$ cat src/rtl/ddr_trk_pkg.sv
package ddr_trk_pkg;

  localparam int CMD_N = 9;

  typedef enum logic [3:0] {
    C_NOP  = 4'd0,
    C_ACT  = 4'd1,
    C_RD   = 4'd2,
    C_WR   = 4'd3,
    C_BST  = 4'd4,
    C_PRE  = 4'd5,
    C_AREF = 4'd6,
    C_SREF = 4'd7,
    C_LMR  = 4'd8
  } cmd_e;

  typedef enum logic [1:0] {
    LB_NONE = 2'd0,
    LB_RD   = 2'd1,
    LB_RDAP = 2'd2,
    LB_WR   = 2'd3
  } burst_e;

  // CAS latency field to half-clock latency; registered mode adds a clock
  function automatic logic [3:0] cl_half(input logic [2:0] code, input logic regd);
    logic [3:0] base;
    case (code)
      3'b010:  base = 4'd4;
      3'b110:  base = 4'd5;
      3'b011:  base = 4'd6;
      default: base = 4'd0;
    endcase
    if (base != 4'd0 && regd) base = base + 4'd2;
    return base;
  endfunction

endpackage

$ cat src/rtl/ddr_cmd_decode.sv
module ddr_cmd_decode
  import ddr_trk_pkg::*;
(
  input  logic cke,
  input  logic cs_n,
  input  logic ras_n,
  input  logic cas_n,
  input  logic we_n,
  output cmd_e cmd
);

  // pin decode
  always_comb begin
    cmd = C_NOP;
    if (!cs_n) begin
      case ({ras_n, cas_n, we_n})
        3'b111:  cmd = C_NOP;
        3'b011:  cmd = C_ACT;
        3'b101:  cmd = C_RD;
        3'b100:  cmd = C_WR;
        3'b110:  cmd = C_BST;
        3'b010:  cmd = C_PRE;
        3'b001:  cmd = cke ? C_AREF : C_SREF;
        default: cmd = C_LMR;
      endcase
    end
  end

endmodule

$ cat src/rtl/ddr_cmd_rules.sv
module ddr_cmd_rules
  import ddr_trk_pkg::*;
#(
  parameter int NB   = 4,
  parameter int BA_W = 2
) (
  input  cmd_e            cmd,
  input  logic [BA_W-1:0] ba,
  input  logic            a10,
  input  logic [NB-1:0]   open_i,
  input  logic [NB-1:0]   busy_i,
  input  burst_e          last_i,
  output logic            viol,
  output logic [NB-1:0]   act_en,
  output logic [NB-1:0]   acc_en,
  output logic [NB-1:0]   pre_en,
  output logic            rd_ok,
  output logic            wr_ok,
  output logic            bst_ok,
  output logic            lmr_ok
);

  logic sel_open, sel_busy;

  assign sel_open = open_i[ba];
  assign sel_busy = busy_i[ba];

  always_comb begin
    viol   = 1'b0;
    act_en = '0;
    acc_en = '0;
    pre_en = '0;
    rd_ok  = 1'b0;
    wr_ok  = 1'b0;
    bst_ok = 1'b0;
    lmr_ok = 1'b0;
    case (cmd)
      C_ACT: begin
        if (sel_open) viol = 1'b1;
        else act_en[ba] = 1'b1;
      end
      C_RD: begin
        if (!sel_open || sel_busy) viol = 1'b1;
        else begin
          rd_ok      = 1'b1;
          acc_en[ba] = 1'b1;
        end
      end
      C_WR: begin
        if (!sel_open || sel_busy) viol = 1'b1;
        else begin
          wr_ok      = 1'b1;
          acc_en[ba] = 1'b1;
        end
      end
      C_BST: begin
        if (last_i == LB_RD) bst_ok = 1'b1;
        else viol = 1'b1;
      end
      C_PRE: begin
        if (a10) pre_en = '1;
        else pre_en[ba] = 1'b1;
      end
      C_LMR: begin
        if (ba[BA_W-1:1] == '0) lmr_ok = 1'b1;
        else viol = 1'b1;
      end
      default: ;
    endcase
  end

endmodule

$ cat src/rtl/ddr_bank_slot.sv
module ddr_bank_slot #(
  parameter int ROW_W  = 13,
  parameter int AP_CYC = 4,
  localparam int CNT_W = $clog2(AP_CYC + 1)
) (
  input  logic             clk,
  input  logic             rst,
  input  logic             act_en,
  input  logic             acc_en,
  input  logic             acc_ap,
  input  logic             rd_en,
  input  logic             pre_en,
  input  logic [ROW_W-1:0] row_in,
  output logic             open_o,
  output logic             busy_o,
  output logic [ROW_W-1:0] row_o,
  output logic             rdap_o
);

  logic [CNT_W-1:0] cnt_q;

  always_ff @(posedge clk) begin
    if (rst) begin
      open_o <= 1'b0;
      row_o  <= '0;
      cnt_q  <= '0;
    end else if (pre_en) begin
      open_o <= 1'b0;
      cnt_q  <= '0;
    end else if (act_en) begin
      open_o <= 1'b1;
      row_o  <= row_in;
    end else if (acc_en && acc_ap) begin
      cnt_q <= CNT_W'(AP_CYC);
    end else if (cnt_q == CNT_W'(1)) begin
      open_o <= 1'b0;
      cnt_q  <= '0;
    end else if (cnt_q != '0) begin
      cnt_q <= cnt_q - 1'b1;
    end
  end

  always_ff @(posedge clk) begin
    if (rst) rdap_o <= 1'b0;
    else if (rd_en) rdap_o <= acc_ap;
  end

  assign busy_o = (cnt_q != '0);


  pend_open_chk: assert property (@(posedge clk) disable iff (rst)
    busy_o |-> open_o);


  ap_close_chk: assert property (@(posedge clk) disable iff (rst)
    (cnt_q == CNT_W'(1) && !pre_en) |=> !open_o);

endmodule

$ cat src/rtl/ddr_mode_regs.sv
module ddr_mode_regs
  import ddr_trk_pkg::*;
#(
  parameter int OP_W = 13
) (
  input  logic            clk,
  input  logic            rst,
  input  logic            wr_en,
  input  logic            sel_ext,
  input  logic [OP_W-1:0] op,
  input  logic            reg_mode,
  output logic [OP_W-1:0] mr_q,
  output logic [OP_W-1:0] emr_q,
  output logic [3:0]      lat_q
);

  always_ff @(posedge clk) begin
    if (rst) begin
      mr_q  <= '0;
      emr_q <= '0;
      lat_q <= '0;
    end else begin
      if (wr_en && !sel_ext) mr_q  <= op;
      if (wr_en && sel_ext)  emr_q <= op;
      lat_q <= cl_half(mr_q[6:4], reg_mode);
    end
  end


  mr_hold_chk: assert property (@(posedge clk) disable iff (rst)
    !(wr_en && !sel_ext) |=> $stable(mr_q));


  emr_hold_chk: assert property (@(posedge clk) disable iff (rst)
    !(wr_en && sel_ext) |=> $stable(emr_q));

endmodule

$ cat src/rtl/ddr_cmd_tracker.sv
module ddr_cmd_tracker
  import ddr_trk_pkg::*;
#(
  parameter int  BA_W     = 2,
  parameter int  ROW_W    = 13,
  parameter int  WIDE_COL = 0,
  parameter int  AP_CYC   = 4,
  localparam int NB       = 1 << BA_W,
  localparam int COL_W    = (WIDE_COL != 0) ? 11 : 10
) (
  input  logic                clk,
  input  logic                rst,
  input  logic                cke,
  input  logic                cs_n,
  input  logic                ras_n,
  input  logic                cas_n,
  input  logic                we_n,
  input  logic [BA_W-1:0]     ba,
  input  logic [ROW_W-1:0]    addr,
  input  logic                reg_mode,
  output logic [CMD_N-1:0]    cmd_oh,
  output logic [BA_W-1:0]     cmd_bank,
  output logic [ROW_W-1:0]    cmd_row,
  output logic [COL_W-1:0]    cmd_col,
  output logic                cmd_ap,
  output logic                viol,
  output logic [NB-1:0]       bank_open,
  output logic [NB*ROW_W-1:0] open_rows,
  output logic [NB-1:0]       rd_ap,
  output logic [ROW_W-1:0]    mode_reg,
  output logic [ROW_W-1:0]    ext_mode_reg,
  output logic [3:0]          rd_lat_half
);

  cmd_e            cmd;
  burst_e          last_q;
  logic            viol_now;
  logic [NB-1:0]   act_en, acc_en, pre_en, busy;
  logic            rd_ok, wr_ok, bst_ok, lmr_ok;
  logic [COL_W-1:0] col_now;

  ddr_cmd_decode u_dec (
    .cke   (cke),
    .cs_n  (cs_n),
    .ras_n (ras_n),
    .cas_n (cas_n),
    .we_n  (we_n),
    .cmd   (cmd)
  );

  ddr_cmd_rules #(.NB(NB), .BA_W(BA_W)) u_rules (
    .cmd    (cmd),
    .ba     (ba),
    .a10    (addr[10]),
    .open_i (bank_open),
    .busy_i (busy),
    .last_i (last_q),
    .viol   (viol_now),
    .act_en (act_en),
    .acc_en (acc_en),
    .pre_en (pre_en),
    .rd_ok  (rd_ok),
    .wr_ok  (wr_ok),
    .bst_ok (bst_ok),
    .lmr_ok (lmr_ok)
  );

  for (genvar b = 0; b < NB; b++) begin : g_bank
    ddr_bank_slot #(.ROW_W(ROW_W), .AP_CYC(AP_CYC)) u_slot (
      .clk    (clk),
      .rst    (rst),
      .act_en (act_en[b]),
      .acc_en (acc_en[b]),
      .acc_ap (addr[10]),
      .rd_en  (acc_en[b] && rd_ok),
      .pre_en (pre_en[b]),
      .row_in (addr),
      .open_o (bank_open[b]),
      .busy_o (busy[b]),
      .row_o  (open_rows[b*ROW_W +: ROW_W]),
      .rdap_o (rd_ap[b])
    );
  end

  ddr_mode_regs #(.OP_W(ROW_W)) u_mode (
    .clk      (clk),
    .rst      (rst),
    .wr_en    (lmr_ok),
    .sel_ext  (ba[0]),
    .op       (addr),
    .reg_mode (reg_mode),
    .mr_q     (mode_reg),
    .emr_q    (ext_mode_reg),
    .lat_q    (rd_lat_half)
  );

  if (WIDE_COL != 0) begin : g_wide
    assign col_now = {addr[11], addr[9:0]};
  end else begin : g_narrow
    assign col_now = addr[9:0];
  end

  // record of the last burst on the bus
  always_ff @(posedge clk) begin
    if (rst) last_q <= LB_NONE;
    else if (rd_ok) last_q <= addr[10] ? LB_RDAP : LB_RD;
    else if (wr_ok) last_q <= LB_WR;
    else if (bst_ok) last_q <= LB_NONE;
  end

  // registered command outputs
  always_ff @(posedge clk) begin
    if (rst) begin
      cmd_oh   <= '0;
      cmd_bank <= '0;
      cmd_row  <= '0;
      cmd_col  <= '0;
      cmd_ap   <= 1'b0;
      viol     <= 1'b0;
    end else begin
      cmd_oh   <= CMD_N'(1) << cmd;
      cmd_bank <= ba;
      cmd_row  <= addr;
      cmd_col  <= col_now;
      cmd_ap   <= addr[10] && (cmd == C_RD || cmd == C_WR || cmd == C_PRE);
      viol     <= viol_now;
    end
  end


  act_open_chk: assert property (@(posedge clk) disable iff (rst)
    (cmd == C_ACT && bank_open[ba]) |=> viol);


  pre_all_chk: assert property (@(posedge clk) disable iff (rst)
    (cmd == C_PRE && addr[10]) |=> (bank_open == '0 && !viol));


  bst_rule_chk: assert property (@(posedge clk) disable iff (rst)
    (cmd == C_BST && last_q != LB_RD) |=> viol);


  oh_chk: assert property (@(posedge clk) disable iff (rst)
    $onehot0(cmd_oh));

endmodule

$ cat config.mk
export PLATFORM = sky130hd
export DESIGN_NAME = ddr_cmd_tracker
export DESIGN_NICKNAME = d
export VERILOG_FILES = /design/src/rtl/ddr_trk_pkg.sv /design/src/rtl/ddr_cmd_decode.sv /design/src/rtl/ddr_cmd_rules.sv /design/src/rtl/ddr_bank_slot.sv /design/src/rtl/ddr_mode_regs.sv /design/src/rtl/ddr_cmd_tracker.sv
export SDC_FILE = /design/constraint.sdc
export NUM_CORES = 1
export LEC_CHECK = 0
export BUFFER_PORTS_ARGS = -buffer_cell sky130_fd_sc_hd__buf_2
export CORE_MARGIN = 2
export CORE_UTILIZATION = 51
export CTS_CLUSTER_DIAMETER = 150
export DETAILED_ROUTE_END_ITERATION = 12
export GPL_TIMING_DRIVEN = 1
export PLACE_DENSITY = 0.79
export SKIP_LAST_GASP = 1
export SLEW_MARGIN = 20
export SYNTH_ARGS = -nofsm -noshare
export SYNTH_HDL_FRONTEND = slang
export SYNTH_SLANG_ARGS = --single-unit
$ cat constraint.sdc
create_clock -name clk -period 3.98 [get_ports clk]
set_clock_uncertainty 0.15 [all_clocks]
set_input_delay 0.398 -clock clk [delete_from_list [all_inputs] [get_ports clk]]
set_output_delay 0.398 -clock clk [all_outputs]
set_load 0.005 [all_outputs]
==> flow_metrics.py <==
metrics = {
    "status": {
        "outcome": "finished, final reports clean",
    },
    "clock_tree": {
        "cts.clk_slew.worst_paths_ps": 60,
        "tritoncts.num_buffers": 17,
        "post-cts-setup-buffers": 0,
        "clk_latency_ps": 530,
        "cts-root-buf": "sky130_fd_sc_hd__clkbuf_8",
        "clock_sinks": 130,
        "cts_buffer_depth": 2,
        "h-tree-depth": 4,
        "cts_tree": "yes",
    },
    "worst_setup_path": {
        "worst_ep_required_time_ps": 4270,
        "critPathCaptureType": "flop",
        "kind_of_cell_adding_the_most_delay_to_the_critical_path": "simple AND/OR/NAND/NOR gates",
        "reg2reg_slack_ps": 1390,
        "critPathLaunchType": "primary input",
        "cp_cell_sequence": "dlygate4sd3_1 -> buf_2 -> nand4bb_1 -> or4b_1 -> and4_1 -> nor3_1",
        "worstPathMaxFanout": 16,
        "crit_buf_inv": 2,
        "delay_of_the_slowest_cell_on_the_worst_path_ps": 910,
        "criticalPathCategory": "primary input to flop",
        "cpMaxStageDelayCell": "sky130_fd_sc_hd__or4b_1",
        "critPathArrivalTime_ps": 2950,
    },
    "timing": {
        "finalSetupViolations": 0,
        "slew_headroom_pct": 25.7,
        "report.final.slew_viol_count": 0,
        "worst-slew-pin-transition_ps": 1110,
        "rsz0062_at_grt": "false",
        "timing.final.hold_violations": 0,
        "maxClockFrequency_mhz": 376,
        "fin_tns_setup_ps": 0,
        "fin_crit_sh_pct": 66.8,
        "final_critical_path_setup_slack_ps": 1320,
        "final.min_clock_period_ps": 2660,
    },
    "route": {
        "detail-route-antenna-nets": 0,
        "vias_per_cell": 5.45,
        "remaining_drc_errors": 0,
        "route.detailed.wl_per_inst_um": 16.0,
        "routed_wirelength_um": 14000,
        "drc_violation_total_after_the_first_tritonroute_iteration": 279,
        "firstDrtPassIters": 5,
        "vias": 4761,
    },
    "finish": {
        "syn2layout_area_growth_pct": 23.7,
        "fillerInstances": 804,
        "layout.cells.most_common": "sky130_fd_sc_hd__nand2_1",
        "mostFrequentLayoutCells": "sky130_fd_sc_hd__nand2_1, sky130_fd_sc_hd__buf_2, sky130_fd_sc_hd__dfxtp_1",
        "layout-drive-gt1-share_pct": 26.2,
        "seqCellArea_mm2": 0.00260,
        "area_of_the_multi_input_gates_mm2": 0.00225,
        "antenna-diode-count": 0,
        "design.final.nets": 763,
    },
    "place": {
        "globalplace.congestion": 0.849,
        "number_of_buffer_cells_added_on_primary_ports": 148,
        "detailedPlacementHpwl_um": 9410,
        "pre_cts_ws_ps": 1370,
    },
    "floorplan": {
        "die_height_um": 105,
        "core.rowCount": 36,
        "ios": 149,
        "floorplan_die_area_mm2": 0.0110,
        "core_area_mm2": 0.00982,
        "die_width_um": 105,
        "initial_utilization_pct": 53.0,
    },
    "logic_synthesis": {
        "total_nets_after_synthesis": 643,
        "netlist_area_mm2": 0.00520,
        "synth_flop_cell": "sky130_fd_sc_hd__dfxtp_1",
        "yosysSeqAreaShare_pct": 50.0,
        "asyncSetResetFlopFracSynth_pct": 0,
        "synth-edff-count": 0,
        "synthesis.yosys.warnings": 0,
        "post_synth_num_cell_types": 45,
        "post_synth_inst_count": 608,
        "synthesis.area_per_instance_um2": 8.56,
        "number_of_register_bits_inferred_by_synthesis": 130,
    },
    "pwr": {
        "power_per_cell_area_mw_per_mm2": 533,
        "vdd_ir_drop_max_v": 0.000301,
        "total_leakage_power_uw": 0.00284,
    },
    "grt": {
        "grt.overflow.total": 0,
        "antenna_found_initial": 0,
        "grt.total_usage_pct": 25.5,
        "grt_pass1_wl_um": 22400,
        "via_count_of_the_first_global_routing_pass": 4549,
        "grt_max_degree": 115,
    },
    "flow_run": {
        "maxCapViolations": 0,
    },
    "min_path": {
        "hold_path_class": "primary input to flop",
    },
}
[final timing paths]
| kind | end | start | depth (start not counted) |
|---|---|---|---|
| worst min-delay path | cmd_oh[0] | cs_n | 3 |
| worst min register to register | g_bank[3].u_slot.row_o[9] | g_bank[3].u_slot.row_o[9] | 2 |
| worst max register to register | g_bank[0].u_slot.cnt_q[1] | g_bank[3].u_slot.cnt_q[0] | 7 |
| worst max-delay path | g_bank[1].u_slot.open_o | we_n | 6 |
[registers in the layout, indices dropped and copies added, names as in the netlist]
name and count:
g_bank.u_slot.open_o 4, u_mode.mr_q 13, last_q 2, cmd_ap 1, cmd_oh 9, g_bank.u_slot.cnt_q 12
g_bank.u_slot.rdap_o 4, cmd_bank 2, u_mode.lat_q 4, viol 1, g_bank.u_slot.row_o 52, u_mode.emr_q 13
cmd_row 13
[where the power goes]
part | leakage (uW) | internal [uW] | total [uW] | switching [uW]
clock | 0.000260 | 847 | 1470 | 627
combinational | 0.00153 | 231 | 547 | 316
sequential | 0.00105 | 1360 | 1410 | 47.1
[synth_stat cells (2+ instances only)]
master	count	area, um2
sky130_fd_sc_hd__nand2_1	148	556
sky130_fd_sc_hd__dfxtp_1	130	2600
sky130_fd_sc_hd__a21oi_1	79	395
sky130_fd_sc_hd__nor2_1	32	120
sky130_fd_sc_hd__clkbuf_1	25	93.8
sky130_fd_sc_hd__nor2b_1	24	150
sky130_fd_sc_hd__buf_4	20	150
sky130_fd_sc_hd__mux2i_1	15	150
sky130_fd_sc_hd__inv_1	14	52.6
sky130_fd_sc_hd__nand2b_1	13	81.3
sky130_fd_sc_hd__ha_1	12	150
sky130_fd_sc_hd__o21ai_0	12	60.1
sky130_fd_sc_hd__nor3_1	10	50.1
sky130_fd_sc_hd__nand3_1	7	35.0
sky130_fd_sc_hd__a31oi_1	6	37.5
sky130_fd_sc_hd__buf_2	6	30.0
sky130_fd_sc_hd__nand4_1	5	31.3
sky130_fd_sc_hd__nor3b_1	5	37.5
sky130_fd_sc_hd__or3_1	5	31.3
sky130_fd_sc_hd__a211oi_1	4	30.0
sky130_fd_sc_hd__nor4_1	4	25.0
sky130_fd_sc_hd__o31ai_1	3	22.5
sky130_fd_sc_hd__a221oi_1	2	17.5
sky130_fd_sc_hd__and4_4	2	22.5
sky130_fd_sc_hd__mux4_2	2	45.0
sky130_fd_sc_hd__nor3_2	2	20.0
sky130_fd_sc_hd__or4_1	2	15.0
sky130_fd_sc_hd__or4b_2	2	20.0
[per-layer routing]
| layer | global-route usage (%) | wire (um) | vias up |
|---|---|---|---|
| met3 | 6.67 | 924 | 41 |
| met2 | 42.9 | 6860 | 198 |
| met4 | 12.1 | 432 | 0 |
| met1 | 30.2 | 5760 | 2252 |
| li1 | - | - | 2270 |
| met5 | 0 | 0 | - |
[metrics by stage]
stage	hold WS, ps	power, uW	utilization [%]	instance area (um2)	std cells
global placement	290	1920	59.5	5850	839
floorplan	282	1830	-	5200	608
CTS	10.0	3430	65.5	6440	874
global route	31.5	3580	65.5	6440	874
finish	21.4	3430	65.5	6440	874
detailed placement	295	1960	59.5	5850	839
[logic make-up after synthesis]
logic type | count (synthesis) | synth area share, %
adders and majority gates | 12 | 2.89
muxes | 17 | 3.75
buffers and inverters | 68 | 6.64
DFF | 130 | 50.0
AOI/OAI and AO/OA | 112 | 11.9
and+or+nand+nor | 269 | 24.8
[cell type report]
| type | count | share of cell area [%] |
|---|---|---|
| tap | 133 | 2.59 |
| clock inverter | 14 | 2.22 |
| clock buffer | 18 | 6.49 |
| inverter | 15 | 0.875 |
| multi-input combinational | 410 | 35.0 |
| sequential | 130 | 40.4 |
| timing repair buffer | 154 | 12.4 |
[what timing repair did]
action	CTS	global route
resized for setup	0	0
endpoints found under the setup margin	0	0
endpoints found under the hold margin	3	0
hold buffers	3	0
[worst reg2reg max path, stage by stage, from the launching register on]
cell and delay, ps:
sky130_fd_sc_hd__dfxtp_1 410, sky130_fd_sc_hd__inv_1 100, sky130_fd_sc_hd__ha_1 230, sky130_fd_sc_hd__nor2b_1 150, sky130_fd_sc_hd__mux4_2 600, sky130_fd_sc_hd__and4_4 240
sky130_fd_sc_hd__or4_1 480, sky130_fd_sc_hd__a31oi_1 160
Power figures use the tool's default switching activity.
